[config.mk]
export PLATFORM = sky130hd
export DESIGN_NAME = sacc64_unit
export DESIGN_NICKNAME = d
export VERILOG_FILES = /design/src/rtl/sacc64_pkg.sv /design/src/rtl/sacc64_opsel.sv /design/src/rtl/sacc64_mul.sv /design/src/rtl/sacc64_sum.sv /design/src/rtl/sacc64_unit.sv
export SDC_FILE = /design/constraint.sdc
export NUM_CORES = 2
export LEC_CHECK = 0
export BUFFER_PORTS_ARGS = -buffer_cell sky130_fd_sc_hd__clkbuf_2
export CAP_MARGIN = 10
export CORE_MARGIN = 1.5
export CORE_UTILIZATION = 45
export CTS_CLUSTER_DIAMETER = 150
export DETAILED_ROUTE_END_ITERATION = 7
export SYNTH_ARGS = -nofsm -noshare
export SYNTH_HDL_FRONTEND = slang
export SYNTH_SLANG_ARGS = --single-unit
[constraint.sdc]
create_clock -name clk -period 0.9 [get_ports clk]
set_clock_uncertainty 0.05 [all_clocks]
set_input_delay 0.135 -clock clk [delete_from_list [all_inputs] [get_ports clk]]
set_output_delay 0.135 -clock clk [all_outputs]
set_load 0.01 [all_outputs]
[src/rtl/sacc64_pkg.sv]
package sacc64_pkg;
  localparam int unsigned MODE_W = 3;
  localparam logic [MODE_W-1:0] MD_WORD  = 3'd0;
  localparam logic [MODE_W-1:0] MD_HALF  = 3'd1;
  localparam logic [MODE_W-1:0] MD_DUAL  = 3'd2;
  localparam logic [MODE_W-1:0] MD_DUALX = 3'd3;
  localparam int unsigned N_LANE = 2;
  localparam int unsigned N_TERM = N_LANE + 1;
endpackage

[src/rtl/sacc64_opsel.sv]
module sacc64_opsel
  import sacc64_pkg::*;
#(
  parameter int unsigned W = 32,
  localparam int unsigned H = W / 2
) (
  input  logic [MODE_W-1:0]           mode,
  input  logic [1:0]                  hsel,
  input  logic [W-1:0]                op_a,
  input  logic [W-1:0]                op_b,
  output logic [N_LANE-1:0][H-1:0]    lane_a,
  output logic [N_LANE-1:0][H-1:0]    lane_b,
  output logic [N_LANE-1:0]           lane_en,
  output logic                        word_en
);
  logic [H-1:0] a_lo, a_hi, b_lo, b_hi;

  assign a_lo = op_a[H-1:0];
  assign a_hi = op_a[W-1:H];
  assign b_lo = op_b[H-1:0];
  assign b_hi = op_b[W-1:H];

  always_comb begin
    lane_a  = '0;
    lane_b  = '0;
    lane_en = '0;
    word_en = 1'b0;
    unique case (mode)
      MD_WORD: word_en = 1'b1;
      MD_HALF: begin
        lane_a[0]  = hsel[1] ? a_hi : a_lo;
        lane_b[0]  = hsel[0] ? b_hi : b_lo;
        lane_en[0] = 1'b1;
      end
      MD_DUAL: begin
        lane_a[0] = a_lo;
        lane_b[0] = b_lo;
        lane_a[1] = a_hi;
        lane_b[1] = b_hi;
        lane_en   = '1;
      end
      MD_DUALX: begin
        lane_a[0] = a_lo;
        lane_b[0] = b_hi;
        lane_a[1] = a_hi;
        lane_b[1] = b_lo;
        lane_en   = '1;
      end
      default: ;
    endcase
  end
endmodule

[src/rtl/sacc64_mul.sv]
module sacc64_mul #(
  parameter int unsigned IW = 16,
  parameter int unsigned OW = 64,
  localparam int unsigned PW = 2 * IW
) (
  input  logic [IW-1:0] x,
  input  logic [IW-1:0] y,
  output logic [OW-1:0] p
);
  logic signed [IW-1:0] xs, ys;
  logic signed [PW-1:0] prod;

  assign xs   = x;
  assign ys   = y;
  assign prod = xs * ys;

  generate
    if (OW > PW) begin : g_ext
      assign p = {{(OW-PW){prod[PW-1]}}, prod};
    end else begin : g_fit
      assign p = prod[OW-1:0];
    end
  endgenerate
endmodule

[src/rtl/sacc64_sum.sv]
module sacc64_sum #(
  parameter int unsigned OW = 64,
  parameter int unsigned N  = 3
) (
  input  logic [OW-1:0]         base,
  input  logic [N-1:0][OW-1:0]  term,
  input  logic [N-1:0]          term_en,
  output logic [OW-1:0]         total
);
  always_comb begin
    total = base;
    for (int i = 0; i < N; i++) begin
      if (term_en[i]) total = total + term[i];
    end
  end
endmodule

[src/rtl/sacc64_unit.sv]
module sacc64_unit
  import sacc64_pkg::*;
#(
  parameter int unsigned W       = 32,
  parameter bit          REG_OUT = 1'b1,
  localparam int unsigned H  = W / 2,
  localparam int unsigned DW = 2 * W
) (
  input  logic              clk,
  input  logic              rst_n,
  input  logic              in_valid,
  input  logic [MODE_W-1:0] mode,
  input  logic [1:0]        hsel,
  input  logic [W-1:0]      op_a,
  input  logic [W-1:0]      op_b,
  input  logic [W-1:0]      acc_lo,
  input  logic [W-1:0]      acc_hi,
  output logic              out_valid,
  output logic [W-1:0]      res_lo,
  output logic [W-1:0]      res_hi
);
  logic [N_LANE-1:0][H-1:0]  lane_a, lane_b;
  logic [N_LANE-1:0]         lane_en;
  logic                      word_en;
  logic [N_TERM-1:0][DW-1:0] term;
  logic [N_TERM-1:0]         term_en;
  logic [DW-1:0]             sum;

  sacc64_opsel #(.W(W)) u_opsel (
    .mode    (mode),
    .hsel    (hsel),
    .op_a    (op_a),
    .op_b    (op_b),
    .lane_a  (lane_a),
    .lane_b  (lane_b),
    .lane_en (lane_en),
    .word_en (word_en)
  );

  sacc64_mul #(.IW(W), .OW(DW)) u_mul_word (
    .x (op_a),
    .y (op_b),
    .p (term[N_LANE])
  );

  generate
    for (genvar g = 0; g < N_LANE; g++) begin : g_lane
      sacc64_mul #(.IW(H), .OW(DW)) u_mul_half (
        .x (lane_a[g]),
        .y (lane_b[g]),
        .p (term[g])
      );
    end
  endgenerate

  assign term_en = {word_en, lane_en};

  sacc64_sum #(.OW(DW), .N(N_TERM)) u_sum (
    .base    ({acc_hi, acc_lo}),
    .term    (term),
    .term_en (term_en),
    .total   (sum)
  );

  generate
    if (REG_OUT) begin : g_reg
      logic [DW-1:0] res_q, res_d;
      logic          vld_q, vld_d;

      always_comb begin
        res_d = in_valid ? sum : res_q;
        vld_d = in_valid;
      end

      always_ff @(posedge clk) begin
        res_q <= res_d;
      end

      always_ff @(posedge clk or negedge rst_n) begin
        if (!rst_n) vld_q <= 1'b0;
        else        vld_q <= vld_d;
      end

      assign {res_hi, res_lo} = res_q;
      assign out_valid        = vld_q;
    end else begin : g_comb
      assign {res_hi, res_lo} = sum;
      assign out_valid        = in_valid;
    end
  endgenerate
endmodule

==> impl_metrics.yaml <==
run_status:
  status: "finished with violations"
  violations: "DRC, setup timing"
timing:
  layout_setup_ws_ns: -16.75
  final_hold_viol_count: 0
  rsz0062_at_grt: "true"
  maxSlewViolCount: 0
  tightestPinTransition_ns: 1.04
  finalSetupViolations: 129
  timing.final.crit_share_pct: 1960
  slew_headroom_pct: 30.5
  fin_crit_ns: 17.65
  fmax_mhz: 56.6
global_routing:
  grt_max_degree: 85
  grt_pass1_wl_um: 385000
  antenna_found_initial: 2
  overflow: 0
  grtUsageTotal_pct: 32.4
  grt_pass1_vias: 64700
drt:
  drt-total-wl_um: 252000
  wl_per_cell_um: 21.9
  vias: 60900
  drtIter0Drc: 4432
  drc_errors: 7
  drt-vias-per-instance: 5.29
  first_pass_iters: 8
  drt.antenna.violating_nets: 0
setup_path:
  cp-start-kind: "input port"
  cpPeakStageDelay_ns: 0.58
  critical-path-top-delay-family: "adder cells"
  crit_slowest_cell: "or4_4"
  cp_max_fo: 7
  worst_path_most_repeated_cell: "fa_1"
  critPathBufInv: 24
  worstSetupPathType: "in2reg"
  critPathCaptureType: "flop"
  cp_data_arrival_time_ns: 17.71
  worstPathRequired_ns: 0.96
synth:
  ys_seq_area_share_pct: 2.78
  synth_area_per_cell_um2: 8.71
  synth_flop_cell: "edfxtp_1"
  ys_ff_latch: 65
  synth_cell_type_count: 93
  async_flop_share_pct: 1.54
  syn-cell-area_um2: 70000
  syn_nets: 10400
  yosys-top-cells-area: "fa_1 (50%), inv_1 (9.7%), ha_1 (9.1%)"
  yosysWarnings: 0
  yosys.area.top_type_share_pct: 49.7
  synth_largest_area_cell: "fa_1"
  synthCells: 8033
  synth_edf_count: 64
final_layout:
  final_layout_size_suffix_gt1_share_pct: 25.3
  final_common_cell: "inv_1"
  fin_area_um2: 88200
  syn_to_final_growth_pct: 26.0
  antenna_cells: 0
  seqCellArea_um2: 1950
  multi_input_area_um2: 62600
  finish.net_count: 11800
  fin_cells: 11500
  fill_cells: 14100
  layout_common_cells: "inv_1 (1780), fa_1 (1706), buf_4 (1534)"
placed_design:
  dp_cells: 11300
  place_congestion: 0.993
  dpl_cell_area_um2: 84600
  dp_hpwl_um: 212000
  port-buffer-count: 200
clocking:
  cts_buffers: 9
  clockBufferDepth: 2
  cts_max_level: 3
  clk_pin_slew_ns: 0.06
  cts_sinks: 65
  cts_root_buf: "clkbuf_16"
  cts_tree: "yes"
floorplan:
  core-area_um2: 154000
  die_x_um: 397
  rows: 144
  ios: 201
  die_h_um: 397
  initial_utilization_pct: 45.4
  dieArea_um2: 158000
worst_hold_path:
  hold_path.class: "in2async"
job:
  maxCapViolations: 0
## logic make-up after synthesis
logic type	Yosys count	share of synthesized area, %
AND/OR/NAND/NOR	2248	13.7
adder cells (fa/ha/maj)	2244	58.7
buffers and inverters	2223	11.9
AO/OA/AOI/OAI	951	8.94
XOR/XNOR	266	3.34
flip-flops	65	2.78
multiplexers	36	0.533
## routing by layer
metal  share of wire (%)  vias up  global-route usage (%)
met4                 5.4        2                    13.9
met2                  46     2281                    52.1
met1                  41    31100                    43.2
met3                 7.6      575                    5.27
met5               0.064        -                   0.726
li1                    -    27000                       -
## flip-flops by register name, summed over array words and instances (netlist names)
name         count
g_reg.res_q     64
out_valid        1
## cells in the mapped netlist, types with 13 or more instances
cell type,instances
inv_1,1813
fa_1,1737
nand2_1,1338
ha_1,507
nor2_1,413
clkbuf_1,393
a21oi_1,270
and2_1,205
o21ai_0,201
xnor2_1,178
a21o_1,139
xor2_1,87
edfxtp_1,64
nand2b_1,62
nor3_1,52
nand3_1,47
o21bai_1,41
o21a_1,34
nand4_1,32
a22oi_1,31
a31oi_1,31
nor2b_1,28
a22o_1,27
mux2i_1,26
and3_1,20
a211oi_1,19
o21ai_1,19
o31ai_1,13
## final cells by class
cell class | count | area share (%)
multi-input combinational | 5745 | 71.0
timing repair buffer | 1820 | 15.8
inverter | 1813 | 7.72
tap | 2044 | 2.90
sequential | 65 | 2.21
clock buffer | 9 | 0.255
clock inverter | 7 | 0.0795
## worst paths after layout
check	start	to	slack, ns	cells after the start
worst min-delay path	rst_n	out_valid$_DFF_PN0_	0.04	2
worst max-delay path	mode[1]	g_reg.res_q[63]$_DFFE_PP_	-16.75	82
max in group asynchronous	rst_n	out_valid$_DFF_PN0_	0.67	2
min in group clk	in_valid	out_valid$_DFF_PN0_	0.14	2
## stage by stage
| stage | utilization, % | worst slack [ns] | hold slack (ns) | TNS [ns] |
|---|---|---|---|---|
| 2_1_floorplan | - | -16.19 | -0.211 | -813.48 |
| 3_3_place_gp | 54.9 | -17.81 | -0.141 | -926.54 |
| 3_5_place_dp | 54.9 | -17.99 | -0.138 | -928.23 |
| 4_1_cts | 56.0 | -16.92 | 0.0121 | -900.68 |
| 5_1_grt | 57.2 | -17.37 | 0.0429 | -931.25 |
| 6_report | 57.2 | -16.75 | 0.0423 | -896.17 |
## timing repair
action | 4_1_cts | 5_1_grt
hold endpoints to repair | 1 | 0
gates cloned | 2 | 2
pin swaps | 104 | 135
gates resized for setup | 194 | 294
buffers inserted | 65 | 73
hold buffers | 1 | 0
setup endpoints to repair | 129 | 129
Power is left out: the tool's default activity adds up to more than one toggle a clock period on the data nets, which glitch-free logic cannot reach.
